==> src/rtl/usbirq_pkg.sv <==
package usbirq_pkg;

    localparam int DW       = 32;
    localparam int AW       = 8;
    localparam int N_TX     = 5;
    localparam int N_RX     = 4;
    localparam int N_CORE   = 9;
    localparam int TX_LSB   = 0;
    localparam int RX_LSB   = 9;
    localparam int CORE_LSB = 16;

    localparam logic [AW-1:0] A_PEND  = 8'h20;
    localparam logic [AW-1:0] A_PSET  = 8'h24;
    localparam logic [AW-1:0] A_PCLR  = 8'h28;
    localparam logic [AW-1:0] A_ENB   = 8'h2C;
    localparam logic [AW-1:0] A_ESET  = 8'h30;
    localparam logic [AW-1:0] A_ECLR  = 8'h34;
    localparam logic [AW-1:0] A_ACTV  = 8'h38;
    localparam logic [AW-1:0] A_EOI   = 8'h3C;

    typedef struct packed {
        logic [DW-1:0] bits;
    } word_st_t;

    typedef struct packed {
        logic armed;
        logic line;
    } line_st_t;

endpackage

==> src/rtl/usbirq_evt_map.sv <==
module usbirq_evt_map #(
    parameter int DW       = usbirq_pkg::DW,
    parameter int N_TX     = usbirq_pkg::N_TX,
    parameter int N_RX     = usbirq_pkg::N_RX,
    parameter int N_CORE   = usbirq_pkg::N_CORE,
    parameter int TX_LSB   = usbirq_pkg::TX_LSB,
    parameter int RX_LSB   = usbirq_pkg::RX_LSB,
    parameter int CORE_LSB = usbirq_pkg::CORE_LSB
) (
    input  logic [N_TX-1:0]   tx_i,
    input  logic [N_RX-1:0]   rx_i,
    input  logic [N_CORE-1:0] core_i,
    output logic [DW-1:0]     evt_o,
    output logic [DW-1:0]     keep_o
);
    // Place each event group at its field; all other bits are zero.
    for (genvar b = 0; b < DW; b++) begin : g_bit
        if (b >= TX_LSB && b < TX_LSB + N_TX) begin : g_tx
            assign evt_o[b]  = tx_i[b - TX_LSB];
            assign keep_o[b] = 1'b1;
        end else if (b >= RX_LSB && b < RX_LSB + N_RX) begin : g_rx
            assign evt_o[b]  = rx_i[b - RX_LSB];
            assign keep_o[b] = 1'b1;
        end else if (b >= CORE_LSB && b < CORE_LSB + N_CORE) begin : g_core
            assign evt_o[b]  = core_i[b - CORE_LSB];
            assign keep_o[b] = 1'b1;
        end else begin : g_none
            assign evt_o[b]  = 1'b0;
            assign keep_o[b] = 1'b0;
        end
    end
endmodule

==> src/rtl/usbirq_w1_reg.sv <==
module usbirq_w1_reg #(
    parameter int DW = usbirq_pkg::DW
) (
    input  logic          clk,
    input  logic          rst_n,
    input  logic [DW-1:0] set_i,
    input  logic [DW-1:0] clr_i,
    input  logic [DW-1:0] hw_i,
    input  logic [DW-1:0] keep_i,
    output logic [DW-1:0] q_o
);
    import usbirq_pkg::*;

    typedef struct packed {
        logic [DW-1:0] bits;
    } st_t;

    st_t st_d, st_q;

    // Software clear beats software set; a hardware event beats both.
    always_comb begin
        st_d      = st_q;
        st_d.bits = (((st_q.bits | set_i) & ~clr_i) | hw_i) & keep_i;
    end

    always_ff @(posedge clk or negedge rst_n) begin
        if (!rst_n) st_q <= '0;
        else        st_q <= st_d;
    end

    assign q_o = st_q.bits;


    evt_kept_chk: assert property (@(posedge clk) disable iff (!rst_n)
        ((hw_i & keep_i) != '0) |=> ((q_o & $past(hw_i & keep_i)) == $past(hw_i & keep_i)));


    clr_takes_chk: assert property (@(posedge clk) disable iff (!rst_n)
        ((clr_i & ~hw_i) != '0) |=> ((q_o & $past(clr_i & ~hw_i)) == '0));


    idle_stable_chk: assert property (@(posedge clk) disable iff (!rst_n)
        ((set_i | clr_i | hw_i) == '0) |=> $stable(q_o));
endmodule

==> src/rtl/usbirq_line.sv <==
module usbirq_line (
    input  logic clk,
    input  logic rst_n,
    input  logic pend_i,
    input  logic eoi_i,
    output logic irq_o
);
    import usbirq_pkg::*;

    line_st_t st_d, st_q;

    always_comb begin
        st_d = st_q;
        if (eoi_i) begin
            st_d.armed = 1'b1;
            st_d.line  = 1'b0;
        end else if (st_q.armed && pend_i) begin
            st_d.armed = 1'b0;
            st_d.line  = 1'b1;
        end
    end

    always_ff @(posedge clk or negedge rst_n) begin
        if (!rst_n) st_q <= '{armed: 1'b1, line: 1'b0};
        else        st_q <= st_d;
    end

    assign irq_o = st_q.line;


    line_hold_chk: assert property (@(posedge clk) disable iff (!rst_n)
        (irq_o && !eoi_i) |=> irq_o);


    line_rise_chk: assert property (@(posedge clk) disable iff (!rst_n)
        (!irq_o && pend_i && !eoi_i) |=> irq_o);


    eoi_drop_chk: assert property (@(posedge clk) disable iff (!rst_n)
        eoi_i |=> !irq_o);


    no_spurious_chk: assert property (@(posedge clk) disable iff (!rst_n)
        (!irq_o && !pend_i) |=> !irq_o);
endmodule

==> src/rtl/usb_irq_agg.sv <==
module usb_irq_agg #(
    parameter int DW       = usbirq_pkg::DW,
    parameter int AW       = usbirq_pkg::AW,
    parameter int N_TX     = usbirq_pkg::N_TX,
    parameter int N_RX     = usbirq_pkg::N_RX,
    parameter int N_CORE   = usbirq_pkg::N_CORE
) (
    input  logic              clk,
    input  logic              rst_n,
    input  logic [AW-1:0]     bus_addr,
    input  logic              bus_we,
    input  logic [DW-1:0]     bus_wdata,
    output logic [DW-1:0]     bus_rdata,
    input  logic [N_TX-1:0]   tx_evt,
    input  logic [N_RX-1:0]   rx_evt,
    input  logic [N_CORE-1:0] core_evt,
    output logic              irq_o
);
    import usbirq_pkg::*;

    logic [DW-1:0] evt_w, keep_w;
    logic [DW-1:0] pend_q, enb_q, actv_w;
    logic [DW-1:0] pset_w, pclr_w, eset_w, eclr_w;
    logic          eoi_w;

    usbirq_evt_map #(
        .DW(DW), .N_TX(N_TX), .N_RX(N_RX), .N_CORE(N_CORE),
        .TX_LSB(TX_LSB), .RX_LSB(RX_LSB), .CORE_LSB(CORE_LSB)
    ) u_map (
        .tx_i(tx_evt), .rx_i(rx_evt), .core_i(core_evt),
        .evt_o(evt_w), .keep_o(keep_w)
    );

    // Write decode: each alias produces a one-cycle bit vector.
    always_comb begin
        pset_w = '0;
        pclr_w = '0;
        eset_w = '0;
        eclr_w = '0;
        eoi_w  = 1'b0;
        if (bus_we) begin
            unique case (bus_addr)
                A_PSET:  pset_w = bus_wdata;
                A_PCLR:  pclr_w = bus_wdata;
                A_ESET:  eset_w = bus_wdata;
                A_ECLR:  eclr_w = bus_wdata;
                A_EOI:   eoi_w  = 1'b1;
                default: ;
            endcase
        end
    end

    usbirq_w1_reg #(.DW(DW)) u_pend (
        .clk(clk), .rst_n(rst_n),
        .set_i(pset_w), .clr_i(pclr_w), .hw_i(evt_w), .keep_i(keep_w),
        .q_o(pend_q)
    );

    usbirq_w1_reg #(.DW(DW)) u_enb (
        .clk(clk), .rst_n(rst_n),
        .set_i(eset_w), .clr_i(eclr_w), .hw_i('0), .keep_i(keep_w),
        .q_o(enb_q)
    );

    assign actv_w = pend_q & enb_q;

    usbirq_line u_line (
        .clk(clk), .rst_n(rst_n),
        .pend_i(|actv_w), .eoi_i(eoi_w),
        .irq_o(irq_o)
    );

    always_comb begin
        unique case (bus_addr)
            A_PEND:  bus_rdata = pend_q;
            A_ENB:   bus_rdata = enb_q;
            A_ACTV:  bus_rdata = actv_w;
            default: bus_rdata = '0;
        endcase
    end


    ro_pend_chk: assert property (@(posedge clk) disable iff (!rst_n)
        (bus_we && bus_addr == A_PEND && evt_w == '0) |=> $stable(pend_q));


    ro_enb_chk: assert property (@(posedge clk) disable iff (!rst_n)
        (bus_we && bus_addr == A_ENB) |=> $stable(enb_q));
endmodule

==> config.mk <==
export PLATFORM = sky130hd
export DESIGN_NAME = usb_irq_agg
export DESIGN_NICKNAME = d
export VERILOG_FILES = /design/src/rtl/usbirq_pkg.sv /design/src/rtl/usbirq_evt_map.sv /design/src/rtl/usbirq_w1_reg.sv /design/src/rtl/usbirq_line.sv /design/src/rtl/usb_irq_agg.sv
export SDC_FILE = /design/constraint.sdc
export NUM_CORES = 1
export LEC_CHECK = 0
export BUFFER_PORTS_ARGS = -buffer_cell sky130_fd_sc_hd__clkbuf_2
export CORE_MARGIN = 8
export CORE_UTILIZATION = 42
export CTS_BUF_LIST = sky130_fd_sc_hd__clkbuf_2
export CTS_CLUSTER_DIAMETER = 50
export CTS_CLUSTER_SIZE = 30
export DETAILED_ROUTE_END_ITERATION = 10
export PLACE_DENSITY = 0.71
export SLEW_MARGIN = 10
export SYNTH_ARGS = -nofsm -noshare
export SYNTH_HDL_FRONTEND = slang
export SYNTH_SLANG_ARGS = --single-unit
==> constraint.sdc <==
create_clock -name clk -period 1.5 [get_ports clk]
set_input_delay 0.225 -clock clk [delete_from_list [all_inputs] [get_ports clk]]
set_output_delay 0.225 -clock clk [all_outputs]
set_load 0.03 [all_outputs]
Word level (Yosys, flattened, before mapping)
Cells that the tools add are included.
Word-level totals
  register bits: 38
  bits of input ports: 61
  output and inout port bits: 33
  logic and storage cells: 36
Cells by class
  equal/unequal tests: 8
  mux-type cells: 13
  bitwise gates (word level): 8
  reductions and logical operators: 3
Operators by type and width (number)
  2-to-1 mux 25 bit: 8
  AND 25 bit: 3
  bitwise OR 25 bit: 3
  one-hot mux 25 bit (3 select lines): 1
  equality test 8 x 6 -> 1 bit, second input constant: 8
  inverter 25 bit: 2
  OR reduction 32 bit: 1
  2-to-1 mux 2 bit: 2
  2-to-1 mux 1 bit: 2
  nonzero test 2 bit: 1
  logical AND 1 bit: 1

Depth between registers and ports, before layout
Gate-level depths: netlist of run 1.
  depth after elaboration: 6
  gate-level depth with buffers: 6
  depth with buffers taken out: 4

Cells and area by module
From an unflattened synthesis of run 1, not the netlist that was laid out.
Unflattened totals
  cell total of the unflattened synthesis: 573
  area total of the unflattened synthesis: 4752.1 µm²
By module, submodules not included
  usbirq_w1_reg: times used 2, cells an instance 96, area an instance 1321.3 µm², sequential area each 800.8 µm²
  usb_irq_agg: times used 1, cells an instance 309, area an instance 1550.2 µm², sequential area each 0.0 µm²
  usbirq_evt_map: times used 1, cells an instance 66, area an instance 488.0 µm², sequential area each 0.0 µm²
  usbirq_line: times used 1, cells an instance 6, area an instance 71.3 µm², sequential area each 51.3 µm²

Worst setup path before layout of run 1
No wires, ideal clock.
  kind: input port to output port
  from: in bus_addr[2]
  to: out bus_rdata[10]
  arrival: 1384 ps
  data required time: 1275 ps
  path slack: -109 ps
  cell stages on the path: 6
  buffers on the path: 2
  cell sequence: nor4b_4 > and3_1 > buf_4 > buf_6 > a21o_1 > a22o_1
On the way
  cells in the longest elaborated chain, start to end: 2
  elaborated cells on any way between the ends: 4
  those cells by class: eq/ne: 3; mux: 1
Ends and longest elaborated chain
  from (decl): line usb_irq_agg.sv:10  | input logic [AW-1:0] bus_addr,
  equality test 8 x 6 -> 1 bit: line usb_irq_agg.sv:74  | unique case (bus_addr)
  one-hot mux 25 bit (3 select lines) (*): line usb_irq_agg.sv:74
  to (decl): line usb_irq_agg.sv:13  | output logic [DW-1:0] bus_rdata,
Every way passes the cells marked *; elsewhere a longest branch is shown, timed or not.

Worst setup path after layout of run 1
  from: in bus_addr[2]
  to: out bus_rdata[24]
The elaborated chain is that of the path after synthesis.

==> results.sh, run 1 <==
export IMPL_crit_type="input pin to primary output"
export IMPL_switching_share_pct=29.9
export IMPL_routed_wl_microns=7050
export IMPL_arrival_ns=1.50
export IMPL_critPathLaunchType="input pin"
export IMPL_dpl_hpwl_microns=5070
export IMPL_clockBufferDepth=2
export IMPL_synth_area_sq_um=2350
export IMPL_rows=27
export IMPL_p_leak_nw=1.47
export IMPL_power_density_nw_per_um2=603
export IMPL_rsz0062_at_grt="yes"
export IMPL_cts_buffers=5
export IMPL_placedCellCount=388
export IMPL_clockPowerShare_pct=23.9
export IMPL_synth_common_cells="37 x dfrtp_1, 36 x a31oi_1, 23 x nand2_1, 21 x nor2_1, 21 x nor3_1"
export IMPL_drv_slew=0
export IMPL_synth_seq_cells=38
export IMPL_grt_use_met3_pct=3.99
export IMPL_final_area_sq_um=3090
export IMPL_grt_pass1_vias=2326
export IMPL_netlist_area_leader_share_pct=39.4
export IMPL_grtUsageMet1_pct=20.0
export IMPL_cts_root_buf="clkbuf_2"
export IMPL_yosysMostFrequentCell="dfrtp_1"
export IMPL_power_internal_w=0.00131
export IMPL_drv_cap=0
export IMPL_first_iter_violations=104
export IMPL_fmaxAchievable_mhz=578
export IMPL_routedWlPerCell_microns=17.7
export IMPL_gr_max_usage_layer="met2"
export IMPL_cp_max_fo=9
export IMPL_die_w_microns=90.8
export IMPL_hold_viol=0
export IMPL_ioPinCount=94
export IMPL_fin_hold_ws_ns=0.0496
export IMPL_p_seq_share_pct=57.5
export IMPL_stdcell_count=399
export IMPL_ys_async_sr_fraction_pct=100
export IMPL_period_share_pct=115
export IMPL_ir_drop_mv=0.380
export IMPL_syn_to_final_growth_pct=31.4
export IMPL_drive_above_1_share_pct=36.1
export IMPL_clkSinkCount=38
export IMPL_end_kind="primary output"
export IMPL_grtUsageMet2_pct=28.4
export IMPL_via_per_inst=5.80
export IMPL_fin_nets=388
export IMPL_remaining_drc_errors=0
export IMPL_combPwrFrac_pct=18.6
export IMPL_power_switching_w=0.000557
export IMPL_clk_pin_slew_worst_paths_ns=0.20
export IMPL_finalCoreUtilization_pct=56.4
export IMPL_synth_flop_cell="dfrtp_1"
export IMPL_worst_slack_ns=-0.229
export IMPL_fin_skew_ns=0.0200
export IMPL_worstPathRequired_ns=1.27
export IMPL_rrSetupSlack_ns=0.23
export IMPL_grt_util_all_layers_pct=16.7
export IMPL_h_tree_depth=2
export IMPL_synth_cell_types=31
export IMPL_initial_core_util_pct=43.0
export IMPL_syn_instance_count=252
export IMPL_grt_max_degree=41
export IMPL_hold_class="input pin to register"
export IMPL_coreArea_sq_um=5470
export IMPL_avgSynthCellArea_sq_um=9.33
export IMPL_numPortBuffers=65
export IMPL_synthDominantAreaCellType="dfrtp_1"
export IMPL_drt_pass1_iter_count=4
export IMPL_yosysWarnings=0
export IMPL_outcome="finished with violations"
export IMPL_die_h_microns=90.8
export IMPL_antenna_found_initial=0
export IMPL_diodes=0
export IMPL_cts_tree="done"
export IMPL_setup_viol=18
export IMPL_dpl_cell_area_sq_um=2820
export IMPL_synth_yosys_seq_area_share_pct=40.5
export IMPL_num_vias=2314
export IMPL_synth_edf_count=0
export IMPL_synthTopCellsByArea="dfrtp_1 39%, a31oi_1 9.6%, a311oi_1 6.7%, a22o_1 6.0%, a21o_1 5.1%"
export IMPL_routabilityCongestion=0.774
export IMPL_final_antenna_net_count=0
export IMPL_clk_latency_ns=0.38
export IMPL_grt_pass1_wl_microns=11400
export IMPL_gr_total_overflow=0
export IMPL_violations="setup timing"
export IMPL_dieArea_sq_um=8250
export IMPL_period_minus_slack_ns=1.73
==> cell usage in the layout, fill, tap and decap left out <==
cell type	synthesis	final
a21o_1	16	16
a21oi_1	1	1
a221o_2	0	2
a22o_1	16	4
a22o_2	0	9
a22o_4	0	3
a22oi_1	8	8
a311oi_1	18	18
a31o_2	1	1
a31oi_1	36	36
and2_1	1	1
and3_1	3	2
and3_2	1	1
and3_4	0	1
and3b_1	2	1
and3b_2	0	1
and4_1	1	1
and4_2	1	1
and4bb_1	1	1
buf_12	0	6
buf_2	5	1
buf_4	16	15
buf_6	6	6
buf_8	1	9
clkbuf_2	0	52
clkbuf_8	0	7
conb_1	1	14
dfrtp_1	37	37
dfstp_2	1	1
dlygate4sd3_1	0	1
nand2_1	23	23
nand3_1	1	1
nand3_2	1	1
nor2_1	21	21
nor2b_1	1	1
nor3_1	21	21
nor4b_4	1	1
o21bai_1	1	1
==> sequential cells by signal, indices dropped and copies added, names as in the netlist <==
name          count
u_enb.q_o        18
u_pend.q_o       18
u_line.irq_o      1
u_line.st_q       1
==> cell type report <==
| type | instances | area, sq um |
|---|---|---|
| fillers | 522 | 2380 |
| multi-input cells | 192 | 1240 |
| flip-flops and latches | 38 | 952 |
| repair buffers | 90 | 772 |
| well taps | 72 | 90.1 |
| clock buffers | 7 | 35.0 |
==> logic make-up (layout without fill, tap and decap cells) <==
kind of cell / Yosys count / count (layout) / share of synthesized area (%)
DFF: 38 / 38 / 40.5
AOI/OAI and AO/OA: 99 / 99 / 31.7
other: 1 / 14 / 0.160
and+or+nand+nor: 79 / 79 / 16.9
buffers and inverters: 35 / 97 / 10.8
==> routing by layer <==
metal  part of all wire [%]  routed length (microns)  up-vias
li1                       -                        -     1106
met1                     42                     2960     1127
met2                     51                     3600       72
met3                    5.5                      390        9
met4                    1.4                       98        0
met5                      0                        0        -
==> critical path, cell delays in order <==
cell and delay (ns):
buf_6 0.10, nor4b_4 0.36, and3_4 0.27, buf_6 0.14, a21o_1 0.12, a22o_2 0.14
clkbuf_8 0.15
==> per-stage QoR <==
stage	setup slack (ns)	TNS [ns]	power [W]
after floorplan	-0.0333	-0.321	0.00128
after global placement	-0.288	-5.23	0.00141
after detailed placement	-0.318	-6.96	0.00142
after CTS	-0.250	-4.03	0.00187
after global routing	-0.287	-4.46	0.00196
final	-0.229	-3.51	0.00186
==> path summary, 6_finish.rpt <==
kind	endpoint	startpoint	cells after the start
worst max register to register	u_line.st_q[1]$_DFFE_PN1P_	u_pend.q_o[22]$_DFF_PN0_	4
worst max-delay path	bus_rdata[24]	bus_addr[2]	7
worst min register to register	u_line.st_q[1]$_DFFE_PN1P_	u_line.st_q[1]$_DFFE_PN1P_	1
max in group asynchronous	u_pend.q_o[23]$_DFF_PN0_	rst_n	3
min in group asynchronous	u_enb.q_o[20]$_DFF_PN0_	rst_n	2
worst min-delay path	u_enb.q_o[20]$_DFF_PN0_	bus_wdata[20]	2
==> repair_timing <==
item | CTS | global route
buffers inserted | 0 | 2
endpoints found under the hold margin | 14 | 0
gates cloned | 1 | 0
setup endpoints to repair | 18 | 18
hold buffers | 1 | 0
pin swaps | 6 | 8
gates resized for setup | 40 | 19
==> power groups by stage <==
stage | Combinational, W | Sequential (W) | Clock (W)
detailed placement | 0.000332 | 0.00109 | 0
global placement | 0.000323 | 0.00109 | 0
floorplan | 0.000193 | 0.00108 | 0
CTS | 0.000337 | 0.00107 | 0.000463
finish | 0.000347 | 0.00107 | 0.000445
global route | 0.000381 | 0.00108 | 0.000502
No activity file was read; power rests on OpenSTA's default activity.
==> run 2: changes to the inputs <==
--- a/config.mk
+++ b/config.mk
@@ -6,13 +6,16 @@
 export NUM_CORES = 1
 export LEC_CHECK = 0
 export BUFFER_PORTS_ARGS = -buffer_cell sky130_fd_sc_hd__clkbuf_2
+export CAP_MARGIN = 20
+export CELL_PAD_IN_SITES_DETAIL_PLACEMENT = 1
+export CELL_PAD_IN_SITES_GLOBAL_PLACEMENT = 1
 export CORE_MARGIN = 8
-export CORE_UTILIZATION = 42
+export CORE_UTILIZATION = 37
 export CTS_BUF_LIST = sky130_fd_sc_hd__clkbuf_2
 export CTS_CLUSTER_DIAMETER = 50
 export CTS_CLUSTER_SIZE = 30
 export DETAILED_ROUTE_END_ITERATION = 10
-export PLACE_DENSITY = 0.71
+export PLACE_DENSITY_LB_ADDON = 0.1
 export SLEW_MARGIN = 10
 export SYNTH_ARGS = -nofsm -noshare
 export SYNTH_HDL_FRONTEND = slang
==> run 2 against run 1 <==
  * The run still ends with setup timing left
  * Critical path depth fell by 3
  * Total power rose by 2.4%
  * Count of clock-buffer cells in the layout fell by 1
  * Cell count rose by 5.0%
  * Worst setup slack improved by 0.037 ns
  * Global-route usage rose by 0.76 points
  * Clock power rose by 5.2%
  * Core utilization fell by 4.3 points
  * Maximum frequency rose by 2.2%
  * Sequential share of layout area fell by 1.5 points
  * Hold slack got worse by 0.0056 ns
  * Routed wire length rose by 19%
  * Critical endpoint is now bus_rdata[19]
==> results.sh, run 2 (synthesized netlist as in run 1, its figures left out) <==
export IMPL_clkSinkCount=38
export IMPL_clockBufferDepth=2
export IMPL_clk_latency_ns=0.39
export IMPL_first_iter_violations=72
export IMPL_h_tree_depth=2
export IMPL_arrival_ns=1.47
export IMPL_drv_slew=0
export IMPL_clk_pin_slew_worst_paths_ns=0.20
export IMPL_highest_layer="met4"
export IMPL_initial_core_util_pct=37.7
export IMPL_worstPathRequired_ns=1.27
export IMPL_end_kind="primary output"
export IMPL_cp_max_fo=3
export IMPL_placedCellCount=394
export IMPL_p_leak_nw=1.54
export IMPL_worst_slack_ns=-0.192
export IMPL_fin_nets=402
export IMPL_critPathLaunchType="register"
export IMPL_rsz0062_at_grt="yes"
export IMPL_p_seq_share_pct=56.2
export IMPL_layout_common_cells="50 x clkbuf_2, 36 x a31oi_1, 35 x dfrtp_1, 28 x buf_4, 21 x nand2_1"
export IMPL_diodes=0
export IMPL_grt_max_degree=43
export IMPL_routedWlPerCell_microns=20.0
export IMPL_switching_share_pct=31.5
export IMPL_r2r_cells=5
export IMPL_outcome="finished with violations"
export IMPL_hold_viol=0
export IMPL_power_switching_w=0.000601
export IMPL_power_internal_w=0.00131
export IMPL_drive_above_1_share_pct=41.5
export IMPL_fmaxAchievable_mhz=591
export IMPL_grt_pass1_wl_microns=12500
export IMPL_num_vias=2422
export IMPL_period_share_pct=113
export IMPL_met1_length_microns=3460
export IMPL_stdcell_count=419
export IMPL_combPwrFrac_pct=19.3
export IMPL_via_per_inst=5.78
export IMPL_wl_met2_microns=4400
export IMPL_ioPinCount=94
export IMPL_clockPowerShare_pct=24.5
export IMPL_dieArea_sq_um=9160
export IMPL_routabilityCongestion=0.754
export IMPL_hold_class="input pin to register"
export IMPL_numPortBuffers=65
export IMPL_die_w_microns=95.7
export IMPL_crit_type="register to primary output"
export IMPL_cts_buffers=5
export IMPL_rows=29
export IMPL_coreArea_sq_um=6240
export IMPL_remaining_drc_errors=0
export IMPL_final_common_cell="clkbuf_2"
export IMPL_finalSetupTns_ns=-3.06
export IMPL_period_minus_slack_ns=1.69
export IMPL_antenna_found_initial=0
export IMPL_fin_skew_ns=0.00832
export IMPL_nFillCells=733
export IMPL_gr_total_overflow=0
export IMPL_cts_root_buf="clkbuf_2"
export IMPL_grt_util_all_layers_pct=17.4
export IMPL_violations="setup timing"
export IMPL_cts_tree="done"
export IMPL_crit_chain="nand2_2 > nor2_2 > a221o_2 > buf_8"
export IMPL_power_density_nw_per_um2=586
export IMPL_cpPeakStageDelay_ns=0.46
export IMPL_drv_cap=0
export IMPL_ir_drop_mv=0.291
export IMPL_setup_viol=18
export IMPL_grt_pass1_vias=2458
export IMPL_die_h_microns=95.7
export IMPL_dr_wl_met3_microns=340
export IMPL_syn_to_final_growth_pct=38.5
export IMPL_crit_cells=4
export IMPL_hold_depth=2
export IMPL_cpMaxStageDelayCell="dfrtp_1"
export IMPL_dpl_cell_area_sq_um=2810
export IMPL_final_antenna_net_count=0
export IMPL_routed_wl_microns=8360
export IMPL_cp_top_family="flip-flops"
export IMPL_final_area_sq_um=3260
export IMPL_drt_pass1_iter_count=4
export IMPL_worst_path_buf_inv=1
export IMPL_dpl_hpwl_microns=5680
-- run 2: power by group through the flow --
stage	Clock, W	Sequential [W]	Combinational [W]
floorplan	0	0.00108	0.000193
global placement	0	0.00109	0.000324
detailed placement	0	0.00109	0.000331
CTS	0.000480	0.00107	0.000342
global route	0.000516	0.00108	0.000406
finish	0.000468	0.00107	0.000368
-- run 2: final timing paths --
check	end	startpoint	slack [ns]
min in group asynchronous	u_pend.q_o[20]$_DFF_PN0_	rst_n	0.31
worst min register to register	u_line.st_q[1]$_DFFE_PN1P_	u_line.st_q[1]$_DFFE_PN1P_	0.57
worst max-delay path	bus_rdata[19]	u_pend.q_o[19]$_DFF_PN0_	-0.19
max in group asynchronous	u_line.st_q[1]$_DFFE_PN1P_	rst_n	0.92
worst max register to register	u_line.irq_o$_DFFE_PN0P_	u_pend.q_o[11]$_DFF_PN0_	0.18
worst min-delay path	u_enb.q_o[24]$_DFF_PN0_	bus_wdata[24]	0.04
-- run 2: final cells by class --
type	count	area (sq um)	area share, %
Tap cell	77	96.3	2.96
Sequential cell	38	955	29.3
Clock buffer	6	30.0	0.922
Multi-Input combinational cell	193	1280	39.5
Timing Repair Buffer	103	882	27.1
Clock inverter	2	8.76	0.269
-- run 2: per-stage QoR --
| stage | setup slack [ns] | total power, W | hold slack [ns] | util, % |
|---|---|---|---|---|
| after floorplan | -0.0333 | 0.00128 | -0.0706 | - |
| after global placement | -0.296 | 0.00141 | 0.216 | 45.0 |
| after detailed placement | -0.336 | 0.00142 | 0.214 | 45.0 |
| after CTS | -0.199 | 0.00189 | 0.0142 | 48.8 |
| after global routing | -0.267 | 0.00200 | 0.00969 | 52.2 |
| final | -0.192 | 0.00191 | 0.0440 | 52.2 |
-- run 2: per-layer routing --
metal  track usage [%]  vias to the layer above
met5                 0                        -
met4              3.84                        0
li1                  -                     1131
met2              31.5                       60
met1              20.9                     1219
met3              3.28                       12
-- run 2: timing repair --
item | CTS | global route
hold buffers | 1 | 0
setup buffers | 4 | 11
hold endpoints to repair | 38 | 0
pin swaps | 4 | 24
setup endpoints to repair | 18 | 19
gates cloned | 0 | 2
resized for setup | 43 | 39
